### config.mk
export PLATFORM = sky130hd
export DESIGN_NAME = boxcar_decimator
export DESIGN_NICKNAME = d
export VERILOG_FILES = /design/src/rtl/osf_pkg.sv /design/src/rtl/osf_burst_ctrl.sv /design/src/rtl/osf_chan_acc.sv /design/src/rtl/boxcar_decimator.sv
export SDC_FILE = /design/constraint.sdc
export NUM_CORES = 1
export LEC_CHECK = 0
export BUFFER_PORTS_ARGS = -buffer_cell sky130_fd_sc_hd__buf_2
export CORE_MARGIN = 2
export CORE_UTILIZATION = 25
export DETAILED_ROUTE_END_ITERATION = 12
export SYNTH_ARGS = -nofsm -noshare
export SYNTH_HDL_FRONTEND = slang
export SYNTH_SLANG_ARGS = --single-unit
### constraint.sdc
create_clock -name clk -period 4.6 [get_ports clk]
set_input_delay 0.23 -clock clk [delete_from_list [all_inputs] [get_ports clk]]
set_output_delay 0.23 -clock clk [all_outputs]
set_load 0.1 [all_outputs]
### src/rtl/osf_pkg.sv
package osf_pkg;
    // Ratio code width; the all-ones code is an alias of "no averaging".
    parameter int unsigned CODE_W    = 3;
    parameter int unsigned MAX_SHIFT = (1 << CODE_W) - 2;
    parameter int unsigned SH_W      = $clog2(MAX_SHIFT + 1);
    parameter int unsigned CNT_W     = MAX_SHIFT + 1;

    typedef struct packed {
        logic            first;  // no run in progress: this frame opens one
        logic            last;   // this valid frame closes the run
        logic [SH_W-1:0] shift;  // log2 of the ratio that governs this frame
    } burst_ctl_t;

    function automatic logic [SH_W-1:0] decode_shift(input logic [CODE_W-1:0] code);
        return (code == '1) ? '0 : SH_W'(code);
    endfunction
endpackage

### src/rtl/osf_burst_ctrl.sv
module osf_burst_ctrl
    import osf_pkg::*;
(
    input  logic              clk,
    input  logic              rst,
    input  logic              smp_valid,
    input  logic [CODE_W-1:0] ratio_code,
    output burst_ctl_t        ctl,
    output logic              busy,
    output logic              done
);
    logic             active_q;
    logic [CNT_W-1:0] cnt_q;
    logic [SH_W-1:0]  shift_q;
    logic             done_q;
    logic [CNT_W-1:0] cnt_next;
    logic [SH_W-1:0]  shift_now;

    always_comb begin
        shift_now = active_q ? shift_q : decode_shift(ratio_code);
        cnt_next  = active_q ? cnt_q + CNT_W'(1) : CNT_W'(1);
        ctl.first = !active_q;
        ctl.shift = shift_now;
        ctl.last  = smp_valid && (cnt_next == (CNT_W'(1) << shift_now));
    end

    always_ff @(posedge clk) begin
        if (rst) begin
            active_q <= 1'b0;
            cnt_q    <= '0;
            shift_q  <= '0;
            done_q   <= 1'b0;
        end else begin
            done_q <= ctl.last;
            if (smp_valid) begin
                if (ctl.last) begin
                    active_q <= 1'b0;
                    cnt_q    <= '0;
                end else begin
                    active_q <= 1'b1;
                    cnt_q    <= cnt_next;
                    shift_q  <= shift_now;
                end
            end
        end
    end

    assign busy = active_q;
    assign done = done_q;

    // a run never collects more than the largest ratio
    p_cnt_bound_r3: assert property (@(posedge clk) disable iff (rst)
        cnt_q <= CNT_W'(1 << MAX_SHIFT));
    // the ratio latched for a run holds until the run ends
    p_ratio_held_r6: assert property (@(posedge clk) disable iff (rst)
        (busy && $past(busy)) |-> $stable(shift_q));
    // busy is dropped on the cycle the result is announced
    p_busy_done_excl_r7: assert property (@(posedge clk) disable iff (rst)
        !(busy && done));
endmodule

### src/rtl/osf_chan_acc.sv
module osf_chan_acc
    import osf_pkg::*;
#(
    parameter int unsigned DATA_W = 18,
    parameter int unsigned ACC_W  = DATA_W + MAX_SHIFT
) (
    input  logic              clk,
    input  logic              rst,
    input  logic              smp_valid,
    input  burst_ctl_t        ctl,
    input  logic [DATA_W-1:0] sample,
    output logic [DATA_W-1:0] avg
);
    localparam int unsigned EXT_W = ACC_W - DATA_W;

    logic signed [ACC_W-1:0]  acc_q;
    logic signed [ACC_W-1:0]  sum_next;
    logic signed [ACC_W-1:0]  shifted;
    logic        [DATA_W-1:0] avg_q;

    always_comb begin
        sum_next = (ctl.first ? '0 : acc_q)
                 + $signed({{EXT_W{sample[DATA_W-1]}}, sample});
        shifted  = sum_next >>> ctl.shift;
    end

    always_ff @(posedge clk) begin
        if (rst) begin
            acc_q <= '0;
            avg_q <= '0;
        end else if (smp_valid) begin
            if (ctl.last) begin
                acc_q <= '0;
                avg_q <= shifted[DATA_W-1:0];
            end else begin
                acc_q <= sum_next;
            end
        end
    end

    assign avg = avg_q;

    // an accumulator outside a run holds nothing
    p_idle_clear_r3: assert property (@(posedge clk) disable iff (rst)
        ctl.first |-> (acc_q == '0));
    // the scaled sum always fits the output word
    p_no_overflow_r4: assert property (@(posedge clk) disable iff (rst)
        (smp_valid && ctl.last) |->
            ((shifted[ACC_W-1:DATA_W-1] == '0) || (shifted[ACC_W-1:DATA_W-1] == '1)));
endmodule

### src/rtl/boxcar_decimator.sv
module boxcar_decimator
    import osf_pkg::*;
#(
    parameter int unsigned N_CH   = 8,
    parameter int unsigned DATA_W = 18
) (
    input  logic                     clk,
    input  logic                     rst,
    input  logic [CODE_W-1:0]        ratio_code,
    input  logic                     smp_valid,
    input  logic [N_CH*DATA_W-1:0]   smp_data,
    output logic [N_CH*DATA_W-1:0]   avg_data,
    output logic                     avg_done,
    output logic                     busy
);
    localparam int unsigned ACC_W = DATA_W + MAX_SHIFT;

    burst_ctl_t ctl;

    osf_burst_ctrl u_ctrl (
        .clk        (clk),
        .rst        (rst),
        .smp_valid  (smp_valid),
        .ratio_code (ratio_code),
        .ctl        (ctl),
        .busy       (busy),
        .done       (avg_done)
    );

    for (genvar ch = 0; ch < N_CH; ch++) begin : g_ch
        osf_chan_acc #(
            .DATA_W (DATA_W),
            .ACC_W  (ACC_W)
        ) u_acc (
            .clk       (clk),
            .rst       (rst),
            .smp_valid (smp_valid),
            .ctl       (ctl),
            .sample    (smp_data[ch*DATA_W +: DATA_W]),
            .avg       (avg_data[ch*DATA_W +: DATA_W])
        );
    end

    // a result frame only ever follows an accepted input frame
    p_done_follows_valid_r3: assert property (@(posedge clk) disable iff (rst)
        avg_done |-> $past(smp_valid));
    // outputs move only together with the done pulse
    p_hold_between_r10: assert property (@(posedge clk) disable iff (rst)
        !avg_done |-> $stable(avg_data));
endmodule

==> metrics.txt, run 1 <==
total negative slack for setup checks=0 ns; most area-consuming cells after synthesis=dfxtp_1, ha_1, a21oi_1; post-synthesis sequential area ratio=23.23%; final worst hold slack=0.02010 ns; overall die width=350.3 um; wirelength, routed=128600 um; vias post-DR=32363; Detail Route Antenna Nets=0; run status=complete, no violations; Setup Slack @ Placement=0.08513 ns; relative max-transition margin=19.06%; R2R Path Start=u_ctrl.busy$_SDFFE_PP0P_; Max-cap violations=0; initial antenna violation count=12; ratio of cells with drive above 1 in the final layout=13.04%; Inserted Clock Buffers=46; net count of the finished layout=4529; routability congestion estimate from global placement=0.9437; power density over the cells=348.3 nW/um2; hold buffer count at cts=0; die area=122700 um2; portion of the clock cycle consumed by the worst path in the final layout=94.39%; final setup vio count=0; Buf/Inv on CP=2; buffer type at the clock tree root=clkbuf_16; setup slack after layout=0.2580 ns; count of filler cells inserted in the layout=13135; worst supply voltage drop on vdd=295.5 uV; clock latency on the worst-skew pair=0.62 ns; number of storage elements in the synthesis netlist=348; number of buffers inserted by port buffering=295; row cnt=127; setup repair after global routing missed its margin=no; startpoint of the worst setup timing path=u_ctrl.busy$_SDFFE_PP0P_; cell seen most often among critical-path stages=a31oi_1; first-pass GRT wire length=190600 um; number of top-level pins=296; total core area=119500 um2; path type of the worst min-delay path=primary input to register; routed vias/inst=5.548; worst-path maximum fanout=37; critical hold path startpoint=rst; largest net degree at the start of global routing=206; area fraction of the dominant cell type after synthesis=23.23%; vias in the first global route=30004; final global-route overflow total=0; drt initial violations=3034; stage delay of the slowest cell on the critical path=0.72 ns; Clock Tree Buf Depth=3; length of the first detailed-routing pass in iterations=6; endpoint type of the worst setup path=register; synthesized netlist net count=4393; minimum clock period after layout=4.342 ns; Mapped Cells=4050; Static Leakage=14.45 nW; deepest level of the CTS H-tree=2; most numerous cell types in the synthesized netlist=a21oi_1, nand2_1, dfxtp_1; Mapped Area=29990 um2; CP delay by family, top=compound AO/OA/AOI/OAI gates; number of distinct library cell variants in the gate-level netlist after synthesis=92; startpoint kind of the worst setup timing path=register; actual transition at the worst max-transition pin=1.214 ns; data arrival time of the worst path=4.78 ns; instance count after placement with tap cells included=5749; clock tree from TritonCTS=done; total power after layout=12.13 mW; non-filler instance count after layout=5833; Fin. Hold Viols=0; count of flip-flops with a built-in enable after synthesis=0; DR WL/cell=22.05 um; flip-flop and latch area=6970 um2; Fin Clk Skew=0.02549 ns; Die Span Y=350.3 um; most common cell in the synthesized netlist=a21oi_1; area occupied by multi-input gates=21650 um2; biggest area consumer among synthesized cells=dfxtp_1; cell-by-cell listing of the critical path=buf_12 -> and2_1 -> ha_1 -> nand4_1 -> o21ai_0 -> a31oi_1 -> a31oi_1 -> o32ai_1 -> o221ai_1 -> a2111oi_0 -> buf_4 -> a2111oi_2; number of sinks on the clock net=348; warning count from the yosys run=0; async set or reset register ratio after synthesis=0%; area post-placement=33220 um2; clock-pin slew reported for the worst setup and hold paths after clock tree synthesis=0.06 ns; Syn Area/Cell=7.404 um2; starting utilization of the core area=25.09%; Core Util, Final=29.13%; slowest library cell on the worst path=dfxtp_4; most frequently used flop master after synthesis=dfxtp_1; signed area change from the synthesized netlist to the final layout=16.09%; Critical Setup Path Class=register to register; final count of pins violating max slew=0; placed wire-length estimate=92780 um; overall track demand over capacity in global routing=19.98%; Peak Freq=230.3 MHz; total non-filler cell area in the finished layout=34810 um2; Residual DRC=0; required time of the critical path=5.04 ns
state kept, by name, indices dropped and copies added (netlist names):
signal	count
g_ch.u_acc.acc_q	192
u_ctrl.busy	1
g_ch.u_acc.avg	144
u_ctrl.cnt_q	7
u_ctrl.shift_q	3
u_ctrl.done	1
what timing repair did:
| action | CTS | global route |
|---|---|---|
| buffers inserted | 0 | 1 |
| resized for setup | 0 | 2 |
| setup endpoints to repair | 0 | 4 |
power by group:
group / switching (mW) / internal, mW / leakage (nW) / total, mW
registers: 0.223 / 3.29 / 2.85 / 3.51
clock network: 1.57 / 2.30 / 0.752 / 3.87
logic: 3.38 / 1.37 / 10.9 / 4.74
final timing paths:
path / slack (ns) / depth (start not counted) / end
setup / recovery: 0.26 / 12 / g_ch[3].u_acc.avg[13]$_SDFFE_PP0P_
hold / removal: 0.02 / 2 / g_ch[5].u_acc.avg[0]$_SDFFE_PP0P_
setup reg to reg: 0.26 / 12 / g_ch[3].u_acc.avg[13]$_SDFFE_PP0P_
hold reg to reg: 0.45 / 2 / g_ch[6].u_acc.avg[14]$_SDFFE_PP0P_
worst reg2reg max path: stages (launching register included):
cell,delay [ns]
dfxtp_4,0.72
buf_12,0.30
and2_1,0.18
ha_1,0.34
nand4_1,0.22
o21ai_0,0.11
a31oi_1,0.35
a31oi_1,0.28
o32ai_1,0.66
o221ai_1,0.18
a2111oi_0,0.53
buf_4,0.24
a2111oi_2,0.06
cell type report:
cell class / count / share of cell area, %
well taps: 1612 / 5.794
diodes: 3 / 0.02157
clock inverters: 11 / 0.5427
flip-flops and latches: 348 / 20.02
clock buffers: 69 / 3.903
multi-input cells: 3330 / 62.18
repair buffers: 394 / 6.808
inverters: 66 / 0.7260
cell families after synthesis:
logic type	Yosys count	share of synthesized area (%)
mux	119	4.377
simple gates	1541	25.18
fa+ha+maj	193	8.254
flops	348	23.23
xor+xnor	152	4.440
compound gates	1325	29.48
buf+inv	372	5.036
layer usage:
metal	GRT usage (%)	wire length, um	share of wire [%]
met4	5.597	3361	2.6
met2	31.39	56700	44
met1	27.19	56390	44
met5	0	39	0.030
met3	4.644	12110	9.4
cell usage in the layout (no fill, tap or decap), drive strengths merged, types with 17 or more instances in the layout:
cell type | Yosys | final
a311oi | 24 | 24
o21a | 35 | 35
xor2 | 54 | 54
dfxtp | 348 | 348
or3 | 58 | 58
a221oi | 20 | 20
o22ai | 20 | 20
a21oi | 418 | 418
and3 | 43 | 43
nor2b | 27 | 27
nor2 | 336 | 336
a31oi | 42 | 42
a21o | 88 | 88
nor3 | 118 | 118
a2111oi | 23 | 23
o21ai | 178 | 178
xnor2 | 98 | 98
mux2i | 94 | 94
inv | 66 | 67
and2 | 209 | 209
o31ai | 20 | 20
mux2 | 17 | 17
o221ai | 33 | 33
o211ai | 79 | 79
nand3 | 197 | 197
a22oi | 43 | 43
clkbuf | 215 | 69
nand2 | 406 | 406
nand2b | 40 | 40
buf | 91 | 394
a211oi | 118 | 118
nand4 | 27 | 27
ha | 185 | 185
No activity file was read; power rests on OpenSTA's default activity.
==> inputs of run 2 (changes only) <==
--- a/config.mk
+++ b/config.mk
@@ -11,2 +11,3 @@
 export DETAILED_ROUTE_END_ITERATION = 12
+export REMOVE_ABC_BUFFERS = 1
 export SYNTH_ARGS = -nofsm -noshare
--- a/constraint.sdc
+++ b/constraint.sdc
@@ -3,2 +3,2 @@
 set_output_delay 0.23 -clock clk [all_outputs]
-set_load 0.1 [all_outputs]
+set_load 0.005 [all_outputs]
==> metrics.txt, run 2 (synthesized netlist as in run 1, its figures left out) <==
clock latency on the worst-skew pair=0.62 ns; first-pass GRT wire length=188500 um; worst-path maximum fanout=52; Core Util, Final=28.94%; Detail Route Antenna Nets=0; overall die width=350.3 um; Static Leakage=14.32 nW; row cnt=127; deepest level of the CTS H-tree=2; clock-pin slew reported for the worst setup and hold paths after clock tree synthesis=0.07 ns; cell-by-cell listing of the critical path=buf_12 -> buf_4 -> mux2_8 -> o211ai_1 -> o211a_1 -> nor4_4 -> nand2_2 -> nor2_4 -> buf_4 -> o21ai_0 -> o211ai_1; overall track demand over capacity in global routing=19.68%; largest net degree at the start of global routing=128; clock tree from TritonCTS=done; commonest non-fill, non-tap cells in the layout=a21oi_1, nand2_1, dfxtp_1; actual transition at the worst max-transition pin=1.047 ns; Setup Slack @ Placement=0.1657 ns; routability congestion estimate from global placement=0.9116; Peak Freq=231.1 MHz; worst supply voltage drop on vdd=230.4 uV; final global-route overflow total=0; run status=complete, no violations; buffer type at the clock tree root=clkbuf_16; vias in the first global route=30369; final worst hold slack=0.05435 ns; final setup vio count=0; minimum clock period after layout=4.328 ns; Inserted Clock Buffers=45; number of top-level pins=296; placed wire-length estimate=89040 um; total negative slack for setup checks=0 ns; required time of the critical path=5.11 ns; relative max-transition margin=30.05%; final count of pins violating max slew=0; setup repair after global routing missed its margin=no; Clock Tree Buf Depth=3; data arrival time of the worst path=4.84 ns; Largest register FFs=192; drt initial violations=2617; number of buffers inserted by port buffering=295; initial antenna violation count=11; Fin Clk Skew=0.01748 ns; Die Span Y=350.3 um; net count of the finished layout=4503; length of the first detailed-routing pass in iterations=6; count of filler cells inserted in the layout=13068; total core area=119500 um2; ratio of cells with drive above 1 in the final layout=12.67%; CTS resizes=0; setup slack after layout=0.2725 ns; Critical Setup Path Class=register to register; wirelength, routed=125500 um; Residual DRC=0; stage delay of the slowest cell on the critical path=0.66 ns; hold buffer count at cts=0; portion of the clock cycle consumed by the worst path in the final layout=94.08%; routed vias/inst=5.519; endpoint type of the worst setup path=register; most common library cell in the layout ignoring fill and taps=a21oi_1; die area=122700 um2; Fin. Hold Viols=0; number of buffers inserted to repair setup after CTS=0; starting utilization of the core area=25.09%; Max-cap violations=0; DR WL/cell=21.62 um; total power after layout=11.10 mW; number of sinks on the clock net=348; signed area change from the synthesized netlist to the final layout=15.33%; vias post-DR=32030; power density over the cells=320.9 nW/um2; startpoint kind of the worst setup timing path=register; path type of the worst min-delay path=primary input to register; Biggest register=g_ch.u_acc.acc_q; slowest library cell on the worst path=dfxtp_4
[run 2: where the power goes]
group	internal, mW	switching, mW
sequential	3.29	0.192
clock	2.18	1.60
combinational	1.34	2.49
total	6.81	4.29
[run 2: worst paths after layout]
path	start	to	slack, ns	cells past startpoint
setup / recovery	u_ctrl.busy$_SDFFE_PP0P_	g_ch[5].u_acc.avg[13]$_SDFFE_PP0P_	0.27	11
hold / removal	rst	g_ch[7].u_acc.acc_q[8]$_SDFFE_PP0P_	0.05	2
setup reg to reg	u_ctrl.busy$_SDFFE_PP0P_	g_ch[5].u_acc.avg[13]$_SDFFE_PP0P_	0.27	11
hold reg to reg	g_ch[0].u_acc.acc_q[0]$_SDFFE_PP0P_	g_ch[0].u_acc.acc_q[0]$_SDFFE_PP0P_	0.45	2
[run 2: per-stage QoR]
| stage | std cells | instance area [um2] |
|---|---|---|
| 6_report | 5804 | 34580 |
| 3_3_place_gp | 5725 | 33050 |
| 3_5_place_dp | 5725 | 33050 |
| 2_1_floorplan | 3744 | 28720 |
| 4_1_cts | 5803 | 34580 |
| 5_1_grt | 5803 | 34580 |
[run 2: final cells by class]
type / count / area (um2) / area share, %
repair buffers: 369 / 2157 / 6.238
flip-flops and latches: 348 / 6970 / 20.16
clock inverters: 20 / 259.0 / 0.7489
multi-input cells: 3330 / 21650 / 62.61
diodes: 1 / 2.502 / 0.007236
inverters: 66 / 256.5 / 0.7417
well taps: 1612 / 2017 / 5.832
clock buffers: 58 / 1266 / 3.661
[run 2: critical path, delay by kind of cell, from the launching register on]
| kind | cells | cell delay (ns) |
|---|---|---|
| simple gates | 3 | 1.52 |
| mux | 1 | 0.47 |
| flops | 1 | 0.66 |
| compound gates | 4 | 0.60 |
| buf+inv | 3 | 0.91 |
[run 2: per-layer routing]
layer / track usage (%) / wire length [um] / share of wire [%]
met1: 25.47 / 55070 / 44
met2: 31.99 / 56660 / 45
met3: 4.623 / 9509 / 7.6
met4: 6.604 / 4164 / 3.3
met5: 0 / 105 / 0.084
